`src/rtl/window_watchdog.sv`:
```
module window_watchdog #(
  parameter int PRE_DIV = 4096
) (
  input  logic        clk,
  input  logic        rst_n,
  input  logic        bus_wr,
  input  logic [3:0]  bus_addr,
  input  logic [31:0] bus_wdata,
  output logic [31:0] bus_rdata,
  output logic        wdg_rst,
  output logic        early_irq
);
  localparam int PW = (PRE_DIV > 1) ? $clog2(PRE_DIV) : 1;
  localparam logic [3:0] OFF_CTRL = 4'h0;
  localparam logic [3:0] OFF_CFG  = 4'h4;
  localparam logic [3:0] OFF_STAT = 4'h8;

  logic [PW-1:0] pre_q;
  logic [2:0]    sub_q;
  logic [6:0]    cnt_q, win_q;
  logic [1:0]    tb_q;
  logic          act_q, ewi_q, flag_q;
  logic          unused_bits;

  wire wr_ctrl = bus_wr && (bus_addr == OFF_CTRL);
  wire wr_cfg  = bus_wr && (bus_addr == OFF_CFG);
  wire wr_stat = bus_wr && (bus_addr == OFF_STAT);

  wire       base_tick = (pre_q == PW'(PRE_DIV - 1));
  wire [2:0] tb_mask   = {tb_q == 2'b11, tb_q[1], |tb_q};
  wire       tick      = base_tick && ((sub_q & tb_mask) == tb_mask);

  wire late_hit  = act_q && tick && !wr_ctrl && (cnt_q == 7'h40);
  wire early_hit = act_q && wr_ctrl && (cnt_q > win_q);
  wire flag_hit  = tick && !wr_ctrl && (cnt_q == 7'h41);

  assign unused_bits = ^bus_wdata[31:10];
  assign early_irq   = ewi_q & flag_q;

  always_ff @(posedge clk or negedge rst_n) begin
    if (!rst_n) begin
      pre_q <= '0;
      sub_q <= '0;
    end else begin
      pre_q <= base_tick ? '0 : pre_q + 1'b1;
      if (base_tick) sub_q <= sub_q + 3'd1;
    end
  end

  always_ff @(posedge clk or negedge rst_n) begin
    if (!rst_n) begin
      cnt_q   <= 7'h7F;
      act_q   <= 1'b0;
      win_q   <= 7'h7F;
      tb_q    <= 2'b00;
      ewi_q   <= 1'b0;
      flag_q  <= 1'b0;
      wdg_rst <= 1'b0;
    end else begin
      if (wr_ctrl)   cnt_q <= bus_wdata[6:0];
      else if (tick) cnt_q <= cnt_q - 7'd1;
      act_q <= act_q | (wr_ctrl & bus_wdata[7]);
      if (wr_cfg) begin
        win_q <= bus_wdata[6:0];
        tb_q  <= bus_wdata[8:7];
      end
      ewi_q <= ewi_q | (wr_cfg & bus_wdata[9]);
      if (flag_hit)                     flag_q <= 1'b1;
      else if (wr_stat && !bus_wdata[0]) flag_q <= 1'b0;
      wdg_rst <= late_hit | early_hit;
    end
  end

  always_comb begin
    case (bus_addr)
      OFF_CTRL: bus_rdata = {24'd0, act_q, cnt_q};
      OFF_CFG:  bus_rdata = {22'd0, ewi_q, tb_q, win_q};
      OFF_STAT: bus_rdata = {31'd0, flag_q};
      default:  bus_rdata = 32'd0;
    endcase
  end
endmodule

```
`config.mk`:
```
export PLATFORM = sky130hd
export DESIGN_NAME = window_watchdog
export DESIGN_NICKNAME = d
export VERILOG_FILES = /design/src/rtl/window_watchdog.sv
export SDC_FILE = /design/constraint.sdc
export NUM_CORES = 1
export LEC_CHECK = 0
export BUFFER_PORTS_ARGS = -buffer_cell sky130_fd_sc_hd__buf_4
export CORE_MARGIN = 2
export CORE_UTILIZATION = 39
export DETAILED_ROUTE_END_ITERATION = 10
export PLACE_DENSITY = 0.7
export SKIP_CTS_REPAIR_TIMING = 1
export SLEW_MARGIN = 20
export SYNTH_ARGS = -nofsm -noshare
export SYNTH_HDL_FRONTEND = slang
export SYNTH_SLANG_ARGS = --single-unit
```
`constraint.sdc`:
```
create_clock -name clk -period 1.8 [get_ports clk]
set_input_delay 0.09 -clock clk [delete_from_list [all_inputs] [get_ports clk]]
set_output_delay 0.09 -clock clk [all_outputs]
set_load 0.02 [all_outputs]
```
# After elaboration in Yosys (flattened, before gate mapping)
# Cells that the tools add are included.
[word_totals]
reg_bits = 35
mem_count = 0
output_inout_bits = 34
mem_bits_rw = 0
inputBits = 39
latch_bits = 0
romBits = 0
elab_cells = 51
[classes]
n_div = 0
shift = 0
n_eq_ne = 7
n_mux = 6
reduce_logical = 18
magnitude_cmp = 1
n_addsub = 3
bitwise_logic = 7
mul = 0
[op_table]
columns = ["operator", "n"]
rows = [
  ["one-hot mux 10 bit (3 select lines)", 1],
  ["equality test 7 bit, second input constant", 2],
  ["two-way mux 7 bit", 2],
  ["adder 12 x 1 -> 12 bit, second input constant", 1],
  ["equality test 12 bit, second input constant", 1],
  ["logical AND 1 bit", 12],
  ["two-way mux 12 bit", 1],
  ["greater-than comparator 7 bit", 1],
  ["subtractor 7 x 1 -> 7 bit, second input constant", 1],
  ["equality test 4 x 3 -> 1 bit, second input constant", 1],
  ["equality test 4 bit, second input constant", 1],
  ["zero test 4 bit", 1],
  ["nonzero test 2 bit", 2],
  ["adder 3 x 1 -> 3 bit, second input constant", 1],
  ["bitwise AND 1 bit", 3],
  ["bitwise AND 3 bit", 1],
  ["equality test 3 bit", 1],
  ["bitwise OR 1 bit", 3],
  ["equality test 2 bit, second input constant", 1],
  ["zero test 1 bit", 2],
  ["two-way mux 1 bit", 2],
  ["OR reduction 2 bit", 1],
]

# Longest topological paths before layout
[depth]
depth_word = 8
ltp_mapped = 7
ltp_nobuf = 7

# Worst setup path before layout
# No wires, ideal clock.
[synth_path]
kind = "register -> register"
from = "register pre_q[0]"
to = "register cnt_q[1]"
arrival_ns = 1.648
setup_time_ns = 0.082
required_time_ns = 1.718
stages_incl_launch_ff = 7
path_buffers = 0
setup_slack_ns = 0.070
synth_period_minus_slack_ns = 1.730
path_cell_list = "dfrtp_1 ha_1 nand3_2 nor4_4 nand2_2 and3_1 a211o_1"
[synth_via]
elab_chain_len = 3
[synth_lines]
columns = ["element", "line_no", "text"]
rows = [
  ["from (decl)", "18", "logic [PW-1:0] pre_q;"],
  ["from (signal assigned)", "45", "pre_q <= base_tick ? '0 : pre_q + 1'b1;"],
  ["equality test 12 bit", "29", "wire base_tick = (pre_q == PW'(PRE_DIV - 1));"],
  ["logical AND 1 bit", "31", "wire tick = base_tick && ((sub_q & tb_mask) == tb_mask);"],
  ["nonzero test 2 bit (no source line)", "-", ""],
  ["to (signal assigned)", "60", "if (wr_ctrl) cnt_q <= bus_wdata[6:0];"],
  ["to (signal assigned)", "61", "else if (tick) cnt_q <= cnt_q - 7'd1;"],
  ["to (decl)", "20", "logic [6:0] cnt_q, win_q;"],
]
# No other way between the ends.
# A chain may end at the register's enable or synchronous reset.

# Final worst setup path
[layout_path]
from = "register pre_q[1]"
to = "register cnt_q[1]"
# Same word-level chain as after synthesis.

==> reports/metrics.json <==
{
  "status": {
    "outcome": "finished clean"
  },
  "yosys": {
    "synth_edf_count": 0,
    "mappedNetlistArea_um2": 2130,
    "synthesized_instance_count": 212,
    "dominantRegCellSynth": "sky130_fd_sc_hd__dfrtp_1",
    "yosysTopAreaCellShare_pct": 24.6,
    "asyncSetResetFlopFracSynth_pct": 100,
    "synthDistinctLibCells": 45,
    "netlist_top_cells_count": "22 x sky130_fd_sc_hd__buf_4, 22 x sky130_fd_sc_hd__nor2_1, 21 x sky130_fd_sc_hd__dfrtp_1",
    "synth_warnings": 0,
    "synth.avg_cell_area_um2": 10.1,
    "synth_sequential_area_ratio_pct": 41.9,
    "postSynthRegisterBits": 35,
    "dominant_cells_by_area_after_synthesis": "sky130_fd_sc_hd__dfrtp_1 25%, sky130_fd_sc_hd__dfstp_2 17%, sky130_fd_sc_hd__buf_4 7.7%",
    "synth_largest_area_cell": "sky130_fd_sc_hd__dfrtp_1"
  },
  "min_path": {
    "worst_hold_path.num_cells": 2,
    "min_from": "bus_wdata[7]",
    "hold_path.class": "in -> reg"
  },
  "worst_setup_path": {
    "critical_path_peak_fanout": 3,
    "crit_type": "reg -> reg",
    "crit_required_ns": 2.04,
    "critical_path.startpoint": "pre_q[1]",
    "worst_r2r_start": "pre_q[1]",
    "worst_setup_path_start_kind": "flop",
    "rr_worst_depth": 8,
    "worst_ep_arrival_time_ns": 1.98,
    "end_kind": "flop"
  },
  "placement": {
    "detailed_place.area_um2": 2400,
    "routabilityCongestion": 0.797,
    "hpwlAfterDp_mm": 3.04,
    "placement.io_buffers": 28,
    "place_worst_setup_slack_ns": 0.0650
  },
  "clock_tree": {
    "clkSinkCount": 35,
    "cts.clk_slew.worst_paths_ns": 0.07,
    "cts-buffers-inserted": 5,
    "cts_tree": "built",
    "clkLatencyLatePin_ns": 0.29,
    "clk_path_buf_depth": 2,
    "root_buffer": "sky130_fd_sc_hd__clkbuf_8",
    "cts_htree_levels": 2
  },
  "detailed_routing": {
    "route.vias.total": 1534,
    "finalWirelength_mm": 4.08,
    "drt-initial-drc-count": 44,
    "vias_per_cell": 4.66,
    "drtPass1Iterations": 4,
    "avgRoutedWirePerCell_um": 12.4,
    "final_ant_viol_nets": 0,
    "route.detailed.drc": 0
  },
  "global_routing": {
    "antenna_violations_before_repair": 0,
    "grt_overflow": 0,
    "wire_length_of_the_first_global_routing_pass_mm": 6.71,
    "first_global_vias": 1452,
    "largest_net_degree_at_the_start_of_global_routing": 36,
    "groute.usage.overall_pct": 14.3
  },
  "power_and_ir_drop": {
    "p_leak_nw": 1.25,
    "vdd_ir_drop_max_mv": 0.457,
    "power.density_cell_area_nw_per_um2": 879
  },
  "timing": {
    "timing.final.ws_setup_ns": 0.0529,
    "max_freq_mhz": 572,
    "unrepaired_setup_endpoints_after_global_routing": "yes",
    "setup_violations": 0,
    "fin_crit_sh_pct": 97.1,
    "layout_min_cycle_time_ns": 1.75,
    "drv_slew": 0,
    "timing.final.hold_violations": 0,
    "finalHoldWorstSlack_ns": 0.0110,
    "finClkSkew_ns": 0.00620
  },
  "layout": {
    "finalCoreUtilization_pct": 49.4,
    "n_antenna_cell": 0,
    "stdcell_area_um2": 2570,
    "drive_above_1_share_pct": 30.5,
    "nets": 309,
    "areaGrowthSynthToFinish_pct": 20.5
  },
  "floorplan": {
    "die_width_um": 77.9,
    "effective_utilization_at_floorplan_pct": 41.0,
    "io-pin-count": 73,
    "core.rowCount": 26,
    "die_area_um2": 6070,
    "core_area_um2": 5200,
    "die_h_um": 77.9
  },
  "flow_run": {
    "cap_viol_max_count": 0
  }
}
final cells by class:
type | count | area, µm²
tap | 70 | 87.6
multi-input combinational | 161 | 1100
fill | 494 | 2640
timing repair buffer | 44 | 335
inverter | 11 | 41.3
sequential | 35 | 893
clock inverter | 2 | 37.5
clock buffer | 6 | 72.6
flip-flops by register name (all words and copies together), names as in the netlist, 2 cells and up:
name,flops
sub_q,3
pre_q,12
tb_q,2
cnt_q,7
win_q,7
per-layer routing:
layer	wire (µm)	vias up	track usage [%]	share of wire, %
li1	-	777	-	-
met1	1830	711	17.6	45
met2	1950	40	23.1	48
met3	229	6	4.65	5.6
met4	69	0	5.79	1.7
met5	0	-	0	0
worst max-delay path: stages, from the launching register on:
cell and delay, ns:
sky130_fd_sc_hd__dfrtp_1 0.38, sky130_fd_sc_hd__ha_2 0.23, sky130_fd_sc_hd__nand3_4 0.09, sky130_fd_sc_hd__nor4_4 0.33
sky130_fd_sc_hd__buf_4 0.16, sky130_fd_sc_hd__nand2_2 0.06, sky130_fd_sc_hd__buf_4 0.16, sky130_fd_sc_hd__nor3_1 0.16
sky130_fd_sc_hd__a211o_1 0.12
power breakdown:
group / internal (mW) / switching (mW)
Sequential: 0.937 / 0.105
Clock: 0.413 / 0.288
Combinational: 0.243 / 0.273
cell usage in the layout (no fill, tap or decap), types with 3 or more instances in the layout:
master	Yosys	layout
sky130_fd_sc_hd__buf_4	22	42
sky130_fd_sc_hd__nor2_1	22	22
sky130_fd_sc_hd__conb_1	1	22
sky130_fd_sc_hd__dfrtp_1	21	21
sky130_fd_sc_hd__nand2_1	14	14
sky130_fd_sc_hd__dfstp_2	14	14
sky130_fd_sc_hd__inv_1	11	11
sky130_fd_sc_hd__ha_1	12	11
sky130_fd_sc_hd__xor2_1	10	10
sky130_fd_sc_hd__mux2_2	9	9
sky130_fd_sc_hd__mux2i_1	8	8
sky130_fd_sc_hd__nand3_1	8	8
sky130_fd_sc_hd__xnor2_1	6	6
sky130_fd_sc_hd__nor3_1	5	5
sky130_fd_sc_hd__nand4_1	5	5
sky130_fd_sc_hd__a21oi_1	5	5
sky130_fd_sc_hd__clkbuf_8	0	5
sky130_fd_sc_hd__o21ai_1	3	4
sky130_fd_sc_hd__nor2b_1	3	3
sky130_fd_sc_hd__o21ai_0	4	3
path summary, 6_finish.rpt:
check,to,slack [ns]
setup / recovery,cnt_q[1],0.05
hold / removal,act_q,0.01
setup reg to reg,cnt_q[1],0.05
hold reg to reg,pre_q[6],0.47
max in group asynchronous,win_q[6],1.18
min in group asynchronous,pre_q[9],0.27
logic make-up after synthesis:
kind of cell / synth area share [%]
and+or+nand+nor: 17.3
muxes: 9.04
DFF: 41.9
buffers and inverters: 10.8
adders and majority gates: 7.04
other: 0.176
xor gates and xnor gates: 6.57
AOI/OAI and AO/OA: 7.16
per-stage QoR:
step	instances	TNS [ns]	power (mW)
2_1_floorplan	233	0	1.44
3_3_place_gp	316	0	1.55
3_5_place_dp	316	0	1.57
4_1_cts	324	0	2.28
5_1_grt	329	-0.214	2.40
6_report	329	0	2.26
(Power assumes the default switching activity.)
